### src/rtl/clksrc_pkg.sv
package clksrc_pkg;
   localparam int MODE_W    = 3;
   localparam int NUM_MODES = 7;

   typedef enum logic [MODE_W-1:0] {
      M_ENG_INT    = 3'd0,
      M_ENG_EXT    = 3'd1,
      M_BYP_INT    = 3'd2,
      M_BYP_INT_LP = 3'd3,
      M_BYP_EXT    = 3'd4,
      M_BYP_EXT_LP = 3'd5,
      M_HALT       = 3'd6
   } mode_e;

   localparam logic [1:0] SRC_LOOP = 2'b00;
   localparam logic [1:0] SRC_INT  = 2'b01;
   localparam logic [1:0] SRC_EXT  = 2'b10;
   localparam logic [1:0] SRC_OFF  = 2'b11;

   function automatic logic uses_ext(input mode_e m);
      return (m == M_ENG_EXT) || (m == M_BYP_EXT) || (m == M_BYP_EXT_LP);
   endfunction
endpackage

### src/rtl/clksrc_sel_decode.sv
module clksrc_sel_decode
   import clksrc_pkg::*;
(
   input  logic       ref_int,
   input  logic [1:0] src_sel,
   input  logic       dbg_en,
   input  logic       lp_req,
   input  mode_e      cur_mode,
   output mode_e      sel_mode
);
   logic lp_ok;

   always_comb begin
      lp_ok    = !dbg_en && lp_req;
      sel_mode = cur_mode;
      unique case ({ref_int, src_sel})
         3'b100:  sel_mode = M_ENG_INT;
         3'b000:  sel_mode = M_ENG_EXT;
         3'b101:  sel_mode = lp_ok ? M_BYP_INT_LP : M_BYP_INT;
         3'b010:  sel_mode = lp_ok ? M_BYP_EXT_LP : M_BYP_EXT;
         default: sel_mode = cur_mode;
      endcase
   end
endmodule

### src/rtl/clksrc_mode_seq.sv
module clksrc_mode_seq
   import clksrc_pkg::*;
(
   input  logic  clk,
   input  logic  rst_n,
   input  logic  halt_req,
   input  mode_e sel_mode,
   output mode_e mode_q,
   output mode_e saved_q
);
   always_ff @(posedge clk or negedge rst_n) begin
      if (!rst_n) begin
         mode_q  <= M_ENG_INT;
         saved_q <= M_ENG_INT;
      end else if (halt_req) begin
         if (mode_q != M_HALT) saved_q <= mode_q;
         mode_q <= M_HALT;
      end else if (mode_q == M_HALT) begin
         mode_q <= saved_q;
      end else begin
         mode_q <= sel_mode;
      end
   end

   p_halt_entry_r6: assert property (@(posedge clk) disable iff (!rst_n)
      halt_req |=> mode_q == M_HALT);
   p_halt_save_r7: assert property (@(posedge clk) disable iff (!rst_n)
      (halt_req && mode_q != M_HALT) |=> saved_q == $past(mode_q));
   p_halt_return_r7: assert property (@(posedge clk) disable iff (!rst_n)
      (!halt_req && mode_q == M_HALT) |=> mode_q == $past(saved_q));
   p_reserved_hold_r5: assert property (@(posedge clk) disable iff (!rst_n)
      (!halt_req && mode_q != M_HALT && src_sel_is_hold) |=> $stable(mode_q));

   logic src_sel_is_hold;
   assign src_sel_is_hold = (sel_mode == mode_q);
endmodule

### src/rtl/clksrc_out_map.sv
module clksrc_out_map
   import clksrc_pkg::*;
(
   input  mode_e                  mode_q,
   output logic [MODE_W-1:0]      mode_code,
   output logic [NUM_MODES-1:0]   mode_flags,
   output logic                   loop_en,
   output logic [1:0]             bus_src
);
   assign mode_code = mode_q;

   for (genvar i = 0; i < NUM_MODES; i++) begin : g_flag
      assign mode_flags[i] = (mode_q == mode_e'(i));
   end

   always_comb begin
      loop_en = 1'b0;
      bus_src = SRC_OFF;
      case (mode_q)
         M_ENG_INT, M_ENG_EXT: begin
            loop_en = 1'b1;
            bus_src = SRC_LOOP;
         end
         M_BYP_INT, M_BYP_INT_LP: bus_src = SRC_INT;
         M_BYP_EXT, M_BYP_EXT_LP: bus_src = SRC_EXT;
         default: bus_src = SRC_OFF;
      endcase
   end

   always_comb begin
      a_onehot_r9: assert ($countones(mode_flags) == 1 || mode_q > M_HALT);
   end
endmodule

### src/rtl/clksrc_osc_ready.sv
module clksrc_osc_ready
   import clksrc_pkg::*;
#(
   parameter int OSC_INIT_CYCLES = 4096
)(
   input  logic  clk,
   input  logic  rst_n,
   input  logic  osc_sel,
   input  logic  ext_ref_en,
   input  mode_e mode_q,
   output logic  osc_rdy
);
   localparam int CNT_W = (OSC_INIT_CYCLES > 1) ? $clog2(OSC_INIT_CYCLES) : 1;
   localparam logic [CNT_W-1:0] CNT_LAST = CNT_W'(OSC_INIT_CYCLES - 1);

   if (OSC_INIT_CYCLES < 1) begin : g_bad_cfg
      $error("OSC_INIT_CYCLES must be at least 1");
   end

   logic run;
   assign run = osc_sel && (ext_ref_en || uses_ext(mode_q));

   if (OSC_INIT_CYCLES == 1) begin : g_single
      always_ff @(posedge clk or negedge rst_n) begin
         if (!rst_n)   osc_rdy <= 1'b0;
         else          osc_rdy <= run;
      end
   end else begin : g_count
      logic [CNT_W-1:0] cnt_q;
      always_ff @(posedge clk or negedge rst_n) begin
         if (!rst_n) begin
            cnt_q   <= '0;
            osc_rdy <= 1'b0;
         end else if (!run) begin
            cnt_q   <= '0;
            osc_rdy <= 1'b0;
         end else if (!osc_rdy) begin
            if (cnt_q == CNT_LAST) osc_rdy <= 1'b1;
            else                   cnt_q   <= cnt_q + 1'b1;
         end
      end
   end

   p_rdy_clear_r12: assert property (@(posedge clk) disable iff (!rst_n)
      !run |=> !osc_rdy);
   p_rdy_needs_run_r11: assert property (@(posedge clk) disable iff (!rst_n)
      $rose(osc_rdy) |-> $past(run));
endmodule

### src/rtl/clksrc_mode_ctrl.sv
module clksrc_mode_ctrl
   import clksrc_pkg::*;
#(
   parameter int OSC_INIT_CYCLES = 4096
)(
   input  logic       clk,
   input  logic       rst_n,
   input  logic       ref_int,
   input  logic [1:0] src_sel,
   input  logic       dbg_en,
   input  logic       lp_req,
   input  logic       halt_req,
   input  logic       ext_ref_en,
   input  logic       osc_sel,
   output logic [2:0] mode_code,
   output logic [6:0] mode_flags,
   output logic       loop_en,
   output logic [1:0] bus_src,
   output logic       osc_rdy
);
   mode_e sel_mode, mode_q, saved_q;

   clksrc_sel_decode u_dec (
      .ref_int(ref_int), .src_sel(src_sel), .dbg_en(dbg_en), .lp_req(lp_req),
      .cur_mode(mode_q), .sel_mode(sel_mode));

   clksrc_mode_seq u_seq (
      .clk(clk), .rst_n(rst_n), .halt_req(halt_req), .sel_mode(sel_mode),
      .mode_q(mode_q), .saved_q(saved_q));

   clksrc_out_map u_map (
      .mode_q(mode_q), .mode_code(mode_code), .mode_flags(mode_flags),
      .loop_en(loop_en), .bus_src(bus_src));

   clksrc_osc_ready #(.OSC_INIT_CYCLES(OSC_INIT_CYCLES)) u_osc (
      .clk(clk), .rst_n(rst_n), .osc_sel(osc_sel), .ext_ref_en(ext_ref_en),
      .mode_q(mode_q), .osc_rdy(osc_rdy));

   p_loop_only_engaged_r10: assert property (@(posedge clk) disable iff (!rst_n)
      loop_en |-> (mode_code <= 3'd1));
   p_stop_gates_bus_r10: assert property (@(posedge clk) disable iff (!rst_n)
      (mode_code == 3'd6) |-> (bus_src == 2'b11 && !loop_en));
   p_lp_needs_qual_r3: assert property (@(posedge clk) disable iff (!rst_n)
      (!$past(halt_req) && $past(mode_code) != 3'd6 && $changed(mode_code)
       && (mode_code == 3'd3 || mode_code == 3'd5)) |-> ($past(lp_req) && !$past(dbg_en)));
endmodule

### config.mk
export PLATFORM = sky130hd
export DESIGN_NAME = clksrc_mode_ctrl
export DESIGN_NICKNAME = d
export VERILOG_FILES = /design/src/rtl/clksrc_pkg.sv /design/src/rtl/clksrc_sel_decode.sv /design/src/rtl/clksrc_mode_seq.sv /design/src/rtl/clksrc_out_map.sv /design/src/rtl/clksrc_osc_ready.sv /design/src/rtl/clksrc_mode_ctrl.sv
export SDC_FILE = /design/constraint.sdc
export NUM_CORES = 1
export LEC_CHECK = 0
export ABC_CLOCK_PERIOD_IN_PS = 1700
export BUFFER_PORTS_ARGS = -buffer_cell sky130_fd_sc_hd__clkbuf_2
export CORE_MARGIN = 2
export CORE_UTILIZATION = 52
export DETAILED_ROUTE_END_ITERATION = 12
export MAX_ROUTING_LAYER = met4
export PLACE_DENSITY = 0.83
export SLEW_MARGIN = 15
export SYNTH_ARGS = -nofsm -noshare
export SYNTH_HDL_FRONTEND = slang
export SYNTH_SLANG_ARGS = --single-unit
### constraint.sdc
create_clock -name clk -period 1.7 [get_ports clk]
set_input_delay 0.17 -clock clk [delete_from_list [all_inputs] [get_ports clk]]
set_output_delay 0.17 -clock clk [all_outputs]
set_load 0.05 [all_outputs]
After elaboration in Yosys (flattened, before gate mapping)
Cells that the tools add are included.
{ "word_totals": {"word_cells": 45, "out_inout_bits": 14, "register_bits": 19, "in_bits": 10} }
{ "classes": {"reduce_logical": 14, "add_sub_neg": 1, "muxes": 13, "n_eq_ne": 13} }
{ "ops": {"columns": ["op", "n"], "rows": [
  ["12-bit 2-to-1 mux", 3],
  ["3-bit equality test (second input constant)", 5],
  ["12-bit by 1-bit adder with 12-bit output (second input constant)", 1],
  ["12-bit equality test (second input constant)", 1],
  ["3-bit one-hot mux with 4 select lines", 1],
  ["3-bit by 2-bit equality test with 1-bit output (second input constant)", 3],
  ["3-bit zero test", 2],
  ["1-bit 2-to-1 mux", 6],
  ["3-bit 2-to-1 mux", 2],
  ["2-bit one-hot mux with 3 select lines", 1],
  ["6-bit nonzero test", 1],
  ["2-bit OR reduction", 3],
  ["2-bit != test (second input constant)", 2],
  ["2-bit AND reduction", 2],
  ["3-bit by 1-bit equality test with 1-bit output (second input constant)", 1],
  ["1-bit logical OR", 3],
  ["3-bit != test (second input constant)", 1],
  ["1-bit logical AND", 2],
  ["1-bit zero test", 1]
]} }

Depth between registers and ports, before layout
Gate-level depths: netlist of the first run.
{ "logic_depth": {"depth_word": 7, "ltp_mapped": 6} }

Cells and area by module
Synthesis of the first run repeated with hierarchy kept, for this count alone.
{ "unflattened": {"hier_cells": 128, "hier_area_um2": 1186.1} }
{ "modules_own_cells": {"columns": ["mod", "n_inst", "cells_per_inst", "area_each_um2"], "rows": [
  ["clksrc_osc_ready", 1, 75, 740.7],
  ["clksrc_mode_seq", 1, 26, 272.8],
  ["clksrc_out_map", 1, 13, 91.3],
  ["clksrc_sel_decode", 1, 14, 81.3]
]} }

Least setup slack after synthesis of the first run
Ideal clock, no wire load.
{ "synth_path": {"kind": "reg-to-output", "start": "register u_seq.mode_q[2]", "end": "output port mode_flags[4]", "path_stages_with_launch": 4, "t_arrival_ns": 2.091, "setup_slack_ns": -0.561, "t_required_ns": 1.530, "cell_sequence": "dfrtp_1 -> clkbuf_1 -> inv_1 -> nor3_1"} }
{ "synth_via": {"elab_chain_len": 1} }
{ "synth_rtl": {"columns": ["element", "line", "text"], "rows": [
  ["start, declared", "clksrc_mode_seq.sv:8", "output mode_e mode_q,"],
  ["start signal, assigned", "clksrc_mode_seq.sv:19", "mode_q <= saved_q;"],
  ["start signal, assigned", "clksrc_mode_seq.sv:21", "mode_q <= sel_mode;"],
  ["3-bit equality test", "clksrc_out_map.sv:13", "assign mode_flags[i] = (mode_q == mode_e'(i));"],
  ["end, declared", "clksrc_mode_ctrl.sv:16", "output logic [6:0] mode_flags,"]
]} }
No other way between the ends.

Worst setup path after layout of the first run
{ "layout_path": {"start": "register u_seq.mode_q[0]", "end": "output port mode_flags[6]"} }
The elaborated chain is that of the path after synthesis.

==> impl_results.rst, run 1 <==
.. list-table::
   :header-rows: 1

   * - Metric
     - Value
   * - Layout cells sized above 1
     - roughly 31%
   * - # setup viols final
     - 0
   * - Dominant register cell in the synthesized netlist
     - sky130_fd_sc_hd__dfrtp_1
   * - Post-synthesis async set-or-reset flop share
     - 100%
   * - Utilization after layout
     - between 60% and 70%
   * - Maximum net fanout on the critical path
     - 11
   * - DRT iter0 DRCs
     - 19
   * - Power Density
     - between 1000 and 1500 nW/um^2
   * - Post-synth EDFFs
     - 0
   * - Overflow left after global routing
     - 0
   * - Yosys warning total
     - 0
   * - Port Buffer Count
     - 23
   * - Antenna violations before repair
     - 0
   * - Number of global-route vias before repair
     - ~970
   * - Cells after Synth
     - about 120
   * - Post-layout instance count excluding filler cells
     - 172
   * - Slew Limit Fails
     - 0
   * - CP Data Required Time
     - 1.53 ns
   * - Setup slack after layout
     - 0.0715 ns
   * - GRT Resource Usage Total
     - 21.7%
   * - Count of endpoints failing hold in the final timing report
     - 0
   * - Sequential fraction of the synthesis area
     - ~44%
   * - Via count of the routed design
     - approximately 1000
   * - Worst-path clk slew
     - around 0.10 ns
   * - Remaining antenna violation count after routing
     - 0
   * - Share of the cycle needed by the critical path after routing
     - a little over nine tenths
   * - Startpoint of the worst hold path
     - halt_req
   * - Number of cells on the worst hold path
     - 2
   * - 1st-pass router iterations
     - 4
   * - Status
     - finished, final reports clean
   * - Clock tree from TritonCTS
     - built
   * - Worst Tran Pin Value
     - ~0.46 ns
   * - Total Power
     - 1.70 mW
   * - Standard cell core area
     - a little under 2000 sq um
   * - Root buf cell
     - sky130_fd_sc_hd__clkbuf_4
   * - Routed len/inst
     - between 10 and 15 microns
   * - Synth top area cells
     - sky130_fd_sc_hd__dfrtp_1 (44%), sky130_fd_sc_hd__a21oi_1 (6.5%), sky130_fd_sc_hd__nor2_1 (3.5%), sky130_fd_sc_hd__inv_1 (2.8%), sky130_fd_sc_hd__nand2_1 (2.8%)
   * - Fin Hold WS
     - 0.152 ns
   * - Area overhead of the layout relative to synthesis
     - 21.5%
   * - Setup clock skew after layout
     - between 0.009 and 0.01 ns
   * - Critical Path End Type
     - primary output
   * - Worst setup slack after placement
     - approximately 0.054 ns
   * - Antenna Diode Count
     - 0
   * - Post-synthesis cell type count
     - 37
   * - Skew-Pair Late Insertion Delay
     - ~0.30 ns
   * - Placement Rows
     - 16
   * - Cell count of the worst reg-to-reg path
     - 5
   * - Wire length of the first global-routing pass
     - 4.08 mm
   * - Largest net degree at the start of global routing
     - 20
   * - Nets@finish
     - 157
   * - Yosys top cell by area
     - sky130_fd_sc_hd__dfrtp_1
   * - Relative slew slack
     - between 60% and 70%
   * - Fraction of synthesized cell area taken by the top area cell type
     - 44.0%
   * - Endpoint of the lowest-slack register-to-register path
     - u_osc.g_count.cnt_q[9]
   * - Floorplan die height
     - 49.6 microns
   * - IO Pins
     - 24
   * - Placer's final routability congestion estimate
     - just under 0.9
   * - Number of synthesized register bits
     - 19
   * - Crit path cell chain
     - nand3b_1 > clkinvlp_4 > clkbuf_4
   * - Total nets after synthesis
     - about 130
   * - Path type of the worst min-delay path
     - input port to register
   * - Clock period minus worst slack
     - 1.63 ns
   * - Register-to-register setup slack
     - about 0.090 ns
   * - # H-tree levels
     - 1
   * - Leak pwr
     - roughly 0.6 nW
   * - Sink of the worst hold path
     - u_seq.mode_q[0]
   * - Clock buffers created by TritonCTS
     - 3
   * - Vias per std cell
     - about 5.9
   * - Most repeated cell in the gate-level netlist after synthesis
     - sky130_fd_sc_hd__dfrtp_1
   * - Effective utilization at floorplan
     - 55.1%
   * - Worst path slowest cell
     - sky130_fd_sc_hd__dfrtp_2
   * - Number of clock sinks
     - 19
   * - Drt total wl
     - approximately 2.3 mm
   * - Worst IR Drop VDD
     - 1.26 mV
   * - Post-synthesis cell area
     - 1080 sq um
   * - Launch point of the worst reg-to-reg path
     - u_osc.g_count.cnt_q[0]
   * - Dpl cells
     - 166
   * - Worst setup path class
     - register to primary output
   * - CTS Buffer Depth
     - 2
   * - Stage delay of the slowest cell on the critical path
     - ~0.50 ns
   * - Critical path launch point type
     - register
   * - Die boundary width
     - around 50 microns
   * - Die area
     - 2460 sq um
   * - Mean Syn Cell Area
     - slightly below 9 sq um
   * - Most frequent cells after synthesis
     - sky130_fd_sc_hd__dfrtp_1 (19), sky130_fd_sc_hd__a21oi_1 (14), sky130_fd_sc_hd__nor2_1 (10)
   * - Detail Placement HPWL
     - 1.75 mm
   * - Data arrival time at the worst-slack endpoint
     - approximately 1.5 ns
   * - Reported max-cap violation count
     - 0
   * - Detailed-route DRC error count
     - 0
   * - Fmax
     - approximately 610 MHz
==> worst max path at each step <==
stage / cells after the start / start / endpoint / slack (ns)
floorplan: 3 / u_seq.mode_q[2] / mode_flags[1] / -0.16
global placement: 5 / u_osc.g_count.cnt_q[0] / u_osc.g_count.cnt_q[9] / 0.13
detailed placement: 5 / u_osc.g_count.cnt_q[0] / u_osc.g_count.cnt_q[9] / 0.05
CTS: 3 / u_seq.mode_q[0] / mode_flags[6] / 0.0005
global route: 5 / u_osc.g_count.cnt_q[0] / u_osc.g_count.cnt_q[4] / -0.003
finish: 3 / u_seq.mode_q[0] / mode_flags[6] / 0.07
==> per-layer routing <==
layer	track usage, %	part of all wire (%)
met5	-	0
met1	27.4	45
met4	7.41	1.1
met3	3.33	5.2
met2	35.8	49
==> sequential cells by signal, summed over array words and instances (netlist names) <==
| name | flops |
|---|---|
| u_osc.osc_rdy | 1 |
| u_seq.mode_q | 3 |
| u_osc.g_count.cnt_q | 12 |
| u_seq.saved_q | 3 |
==> placed cells by master (no fill, tap or decap), types with 4 or more instances in the layout <==
master	netlist	routed
sky130_fd_sc_hd__clkbuf_2	0	22
sky130_fd_sc_hd__o21ai_0	5	5
sky130_fd_sc_hd__inv_1	8	7
sky130_fd_sc_hd__dfrtp_1	19	16
sky130_fd_sc_hd__buf_4	0	4
sky130_fd_sc_hd__a21oi_1	14	13
sky130_fd_sc_hd__nor2_1	10	9
sky130_fd_sc_hd__clkbuf_4	0	4
sky130_fd_sc_hd__nand2_1	8	7
==> worst max-delay path, delay by kind of cell, from the launching register on <==
family	cells	cell delay, ns
DFF	1	0.50
and+or+nand+nor	1	0.29
buffers and inverters	2	0.38
==> per-stage QoR <==
step / instance area, sq um / setup TNS, ns
finish: 1310 / 0
floorplan: 1120 / -0.310
CTS: 1280 / 0
global placement: 1250 / 0
global route: 1310 / -0.00273
detailed placement: 1250 / 0
==> power breakdown <==
| part | internal (mW) | switching, mW |
|---|---|---|
| clock network | 0.0876 | 0.140 |
| registers | 0.525 | 0.112 |
| logic | 0.243 | 0.596 |
==> what timing repair did <==
action                                  in CTS  in global routing
endpoints found under the hold margin       19                  0
gates resized for setup                      0                  6
buffers inserted                             0                  1
hold buffers                                 1                  0
endpoints found under the setup margin       0                  7
==> logic make-up (layout without fill, tap and decap cells) <==
| family | count (synthesis) | after routing | share of synthesized area (%) |
|---|---|---|---|
| AND/OR/NAND/NOR | 48 | 48 | 25.3 |
| XOR/XNOR | 2 | 2 | 1.62 |
| flip-flops | 19 | 19 | 44.0 |
| buffers and inverters | 16 | 40 | 5.67 |
| adder cells (fa/ha/maj) | 1 | 1 | 1.16 |
| AO/OA/AOI/OAI | 35 | 35 | 22.2 |
==> area by class of cell <==
class	count	area, sq um
Fill cell	171	648
Multi-Input combinational cell	86	582
Sequential cell	19	479
Timing Repair Buffer	28	158
Inverter	8	33.8
Tap cell	27	33.8
Clock buffer	3	22.5
Clock inverter	1	5.00
(Power assumes the default switching activity.)
==> run 2, diff against run 1 <==
- ABC_AREA: not set -> 1
- CORE_UTILIZATION: 52 -> 54
- PLACE_DENSITY: 0.83 -> 0.84
==> impl_results.rst, run 2 <==
.. list-table::
   :header-rows: 1

   * - Metric
     - Value
   * - Die area
     - 2660 sq um (+8.1%)
   * - Via count of the routed design
     - 1158 (+15%)
   * - Post-synth EDFFs
     - 0 (unchanged)
   * - Status
     - finished, final reports clean
   * - Mean Syn Cell Area
     - 7.10 sq um (-21%)
   * - Flip-flop count of the largest register, all copies and words added
     - 12 (unchanged)
   * - Worst setup path class
     - register to primary output
   * - Area overhead of the layout relative to synthesis
     - 14.4%
   * - Relative slew slack
     - 68.5% (-1.1 points)
   * - Critical path launch point type
     - register
   * - Finished Cell Area
     - 1400 sq um (+6.4%)
   * - Placement Rows
     - 17 (+1)
   * - Design internal power
     - 0.805 mW (-5.9%)
   * - Layout cells sized above 1
     - 26.5% (-4.5 points)
   * - Worst-path clk slew
     - 0.12 ns (+0.02 ns)
   * - Total Power
     - 1.67 mW (-2.1%)
   * - Most frequent cells after synthesis
     - sky130_fd_sc_hd__nand2_1 (50), sky130_fd_sc_hd__inv_1 (21), sky130_fd_sc_hd__dfrtp_1 (19)
   * - Setup clock skew after layout
     - 0.00869 ns (-0.00115 ns)
   * - Remaining antenna violation count after routing
     - 0 (unchanged)
   * - Maximum net fanout on the critical path
     - 9 (-2)
   * - Sequential fraction of the synthesis area
     - 38.9% (-5.0 points)
   * - Detail Placement HPWL
     - 1.98 mm (+13%)
   * - Number of synthesized register bits
     - 19 (unchanged)
   * - Register area
     - 479 sq um (unchanged)
   * - Yosys top cell by area
     - sky130_fd_sc_hd__dfrtp_1
   * - Share of total power in combinational logic
     - 47.6% (-1.7 points)
   * - Summed negative setup slack over all endpoints
     - 0 ns (unchanged)
   * - Footprint of the multi-input gates
     - 613 sq um (+5.4%)
   * - Drt total wl
     - 2.69 mm (+15%)
   * - Fillcell total
     - 189 (+11%)
   * - Dpl cells
     - 219 (+32%)
   * - CTS Buffer Depth
     - 2 (unchanged)
   * - Sequential cell fraction of total power
     - 37.9% (+0.5 points)
   * - Setup slack after layout
     - 0.117 ns (+0.0457 ns)
   * - Number of global-route vias before repair
     - 1084 (+12%)
   * - # H-tree levels
     - 1 (unchanged)
   * - Clock buffers created by TritonCTS
     - 3 (unchanged)
   * - Clock tree from TritonCTS
     - built
   * - Yosys warning total
     - 0 (unchanged)
   * - Nets@finish
     - 208 (+32%)
   * - Reported net switching power
     - 0.864 mW (+1.9%)
   * - Most common cell after layout, fill and taps aside
     - sky130_fd_sc_hd__nand2_1
   * - Number of clock sinks
     - 19 (unchanged)
   * - Standard cell core area
     - 2170 sq um (+11%)
   * - Overflow left after global routing
     - 0 (unchanged)
   * - Synth top area cells
     - sky130_fd_sc_hd__dfrtp_1 (39%), sky130_fd_sc_hd__nand2_1 (15%), sky130_fd_sc_hd__inv_1 (6.5%), sky130_fd_sc_hd__nand4_1 (5.1%), sky130_fd_sc_hd__nand3_1 (4.9%)
   * - Setup repair after global routing missed its margin
     - false
   * - Floorplan die height
     - 51.6 microns (+4.0%)
   * - Fmax
     - 632 MHz (+2.9%)
   * - Post-synthesis cell area
     - 1220 sq um (+13%)
   * - Dominant register cell in the synthesized netlist
     - sky130_fd_sc_hd__dfrtp_1
   * - Worst setup slack after placement
     - 0.226 ns (+0.173 ns)
   * - # setup viols final
     - 0 (unchanged)
   * - 1st-pass router iterations
     - 4 (unchanged)
   * - Instance area at placement
     - 1350 sq um (+8.0%)
   * - Placer's final routability congestion estimate
     - 0.936 (+4.7%)
   * - Port Buffer Count
     - 23 (unchanged)
   * - Cells after Synth
     - 172 (+42%)
   * - Path type of the worst min-delay path
     - input port to register
   * - GRT Resource Usage Total
     - 24.5% (+2.8 points)
   * - Slew Limit Fails
     - 0 (unchanged)
   * - Worst IR Drop VDD
     - 0.864 mV (-32%)
   * - Proportion of power drawn by the clock network
     - 14.5% (+1.2 points)
   * - Leak pwr
     - 0.729 nW (+25%)
   * - Fraction of synthesized cell area taken by the top area cell type
     - 38.9% (-5.0 points)
   * - Clock period minus worst slack
     - 1.58 ns (-0.0457 ns)
   * - Post-synthesis async set-or-reset flop share
     - 100% (unchanged)
   * - Share of the cycle needed by the critical path after routing
     - 93.1% (-2.7 points)
   * - Most flop-heavy register
     - u_osc.g_count.cnt_q
   * - Most used cells in the layout excluding fill and tap cells
     - sky130_fd_sc_hd__nand2_1 (50), sky130_fd_sc_hd__clkbuf_2 (21), sky130_fd_sc_hd__inv_1 (20)
   * - DRT iter0 DRCs
     - 44 (+25)
   * - Most repeated cell in the gate-level netlist after synthesis
     - sky130_fd_sc_hd__nand2_1
   * - Critical Path End Type
     - primary output
   * - Largest registers in the final layout
     - u_osc.g_count.cnt_q: 12 flops, u_seq.mode_q: 3 flops, u_seq.saved_q: 3 flops
   * - Antenna violations before repair
     - 0 (unchanged)
   * - Antenna Diode Count
     - 0 (unchanged)
   * - Vias per std cell
     - 5.17 (-12%)
   * - IO Pins
     - 24 (unchanged)
   * - CP Data Required Time
     - 1.53 ns (about the same)
   * - Wire length of the first global-routing pass
     - 4.71 mm (+16%)
   * - Effective utilization at floorplan
     - 56.3% (+1.2 points)
   * - Worst Tran Pin Value
     - 0.473 ns (+0.0158 ns)
   * - Post-synthesis cell type count
     - 26 (-30%)
   * - Post-layout instance count excluding filler cells
     - 224 (+30%)
   * - Detailed-route DRC error count
     - 0 (unchanged)
   * - Count of endpoints failing hold in the final timing report
     - 0 (unchanged)
   * - Reported max-cap violation count
     - 0 (unchanged)
   * - Data arrival time at the worst-slack endpoint
     - 1.41 ns (-0.05 ns)
   * - Routed len/inst
     - 12.0 microns (-12%)
   * - Largest net degree at the start of global routing
     - 20 (unchanged)
   * - Power Density
     - 1190 nW/um^2 (-7.9%)
   * - Buffers inserted by post-CTS timing repair
     - 0 (unchanged)
   * - Total nets after synthesis
     - 183 (+39%)
   * - Root buf cell
     - sky130_fd_sc_hd__clkbuf_4
   * - Skew-Pair Late Insertion Delay
     - 0.31 ns (about the same)
   * - Net switching share of the total power
     - 51.8% (+2.0 points)
   * - Die boundary width
     - 51.6 microns (+4.0%)
-- run 2: cell types whose count changed after synthesis, moves of 5 or more --
cell and change:
sky130_fd_sc_hd__nor2_1 +6, sky130_fd_sc_hd__nand3_1 +10, sky130_fd_sc_hd__nand4_1 +7, sky130_fd_sc_hd__clkbuf_1 -5
sky130_fd_sc_hd__a21oi_1 -9, sky130_fd_sc_hd__inv_1 +13, sky130_fd_sc_hd__nand2_1 +42
-- run 2: kinds of logic after synthesis --
group           synth area share, %
fa+ha+maj                      1.02
compound gates                 7.89
flops                          38.9
xor+xnor                       1.43
buf+inv                        12.3
simple gates                   38.4
-- run 2: worst max-delay path, cell delays in order (launching register included) --
cell,delay [ns]
sky130_fd_sc_hd__dfrtp_2,0.51
sky130_fd_sc_hd__inv_2,0.12
sky130_fd_sc_hd__nand2_1,0.09
sky130_fd_sc_hd__nor2_1,0.11
sky130_fd_sc_hd__buf_2,0.27
-- run 2: worst paths after layout --
path                                   startpoint                endpoint  slack [ns]  cells after the start
max                               u_seq.mode_q[1]           mode_flags[1]        0.12                      4
max in group asynchronous                   rst_n         u_seq.mode_q[1]        1.02                      2
max reg2reg                u_osc.g_count.cnt_q[0]  u_osc.g_count.cnt_q[1]        0.17                      8
min                                      halt_req        u_seq.saved_q[1]        0.18                      3
min reg2reg                      u_seq.saved_q[0]        u_seq.saved_q[0]        0.51                      2
min in group asynchronous                   rst_n  u_osc.g_count.cnt_q[7]        0.33                      2
-- run 2: per-stage QoR --
| step | util [%] | hold slack, ns |
|---|---|---|
| CTS | 64.2 | 0.172 |
| global route | 64.4 | 0.197 |
| detailed placement | 62.1 | 0.153 |
| floorplan | - | -0.126 |
| global placement | 62.1 | 0.143 |
| finish | 64.4 | 0.175 |
-- run 2: timing repair --
item,in CTS,in global routing
setup endpoints to repair,1,4
gates resized for setup,2,6
hold buffers,1,0
endpoints found under the hold margin,19,0
cloned,0,0
-- run 2: power groups by stage --
stage / Sequential [mW] / Combinational (mW) / Clock, mW
after floorplan: 0.677 / 0.577 / 0
after global placement: 0.620 / 0.758 / 0
after detailed placement: 0.629 / 0.773 / 0
after CTS: 0.625 / 0.782 / 0.250
after global routing: 0.650 / 0.862 / 0.272
final: 0.633 / 0.794 / 0.242
-- run 2: layout make-up --
class | count | area share (%)
well taps | 28 | 2.51
clock buffers | 3 | 1.61
repair buffers | 27 | 10.7
clock inverters | 1 | 0.537
inverters | 24 | 6.45
multi-input cells | 122 | 43.9
flip-flops and latches | 19 | 34.3
-- run 2: metal layers --
layer,part of all wire [%],vias to the layer above,wire (microns),GRT usage [%]
li1,-,595,-,-
met1,44,536,1190,30.4
met2,50,23,1350,38.2
met3,4.5,4,122,6.90
met4,0.93,0,25,9.65
met5,0,-,0,-
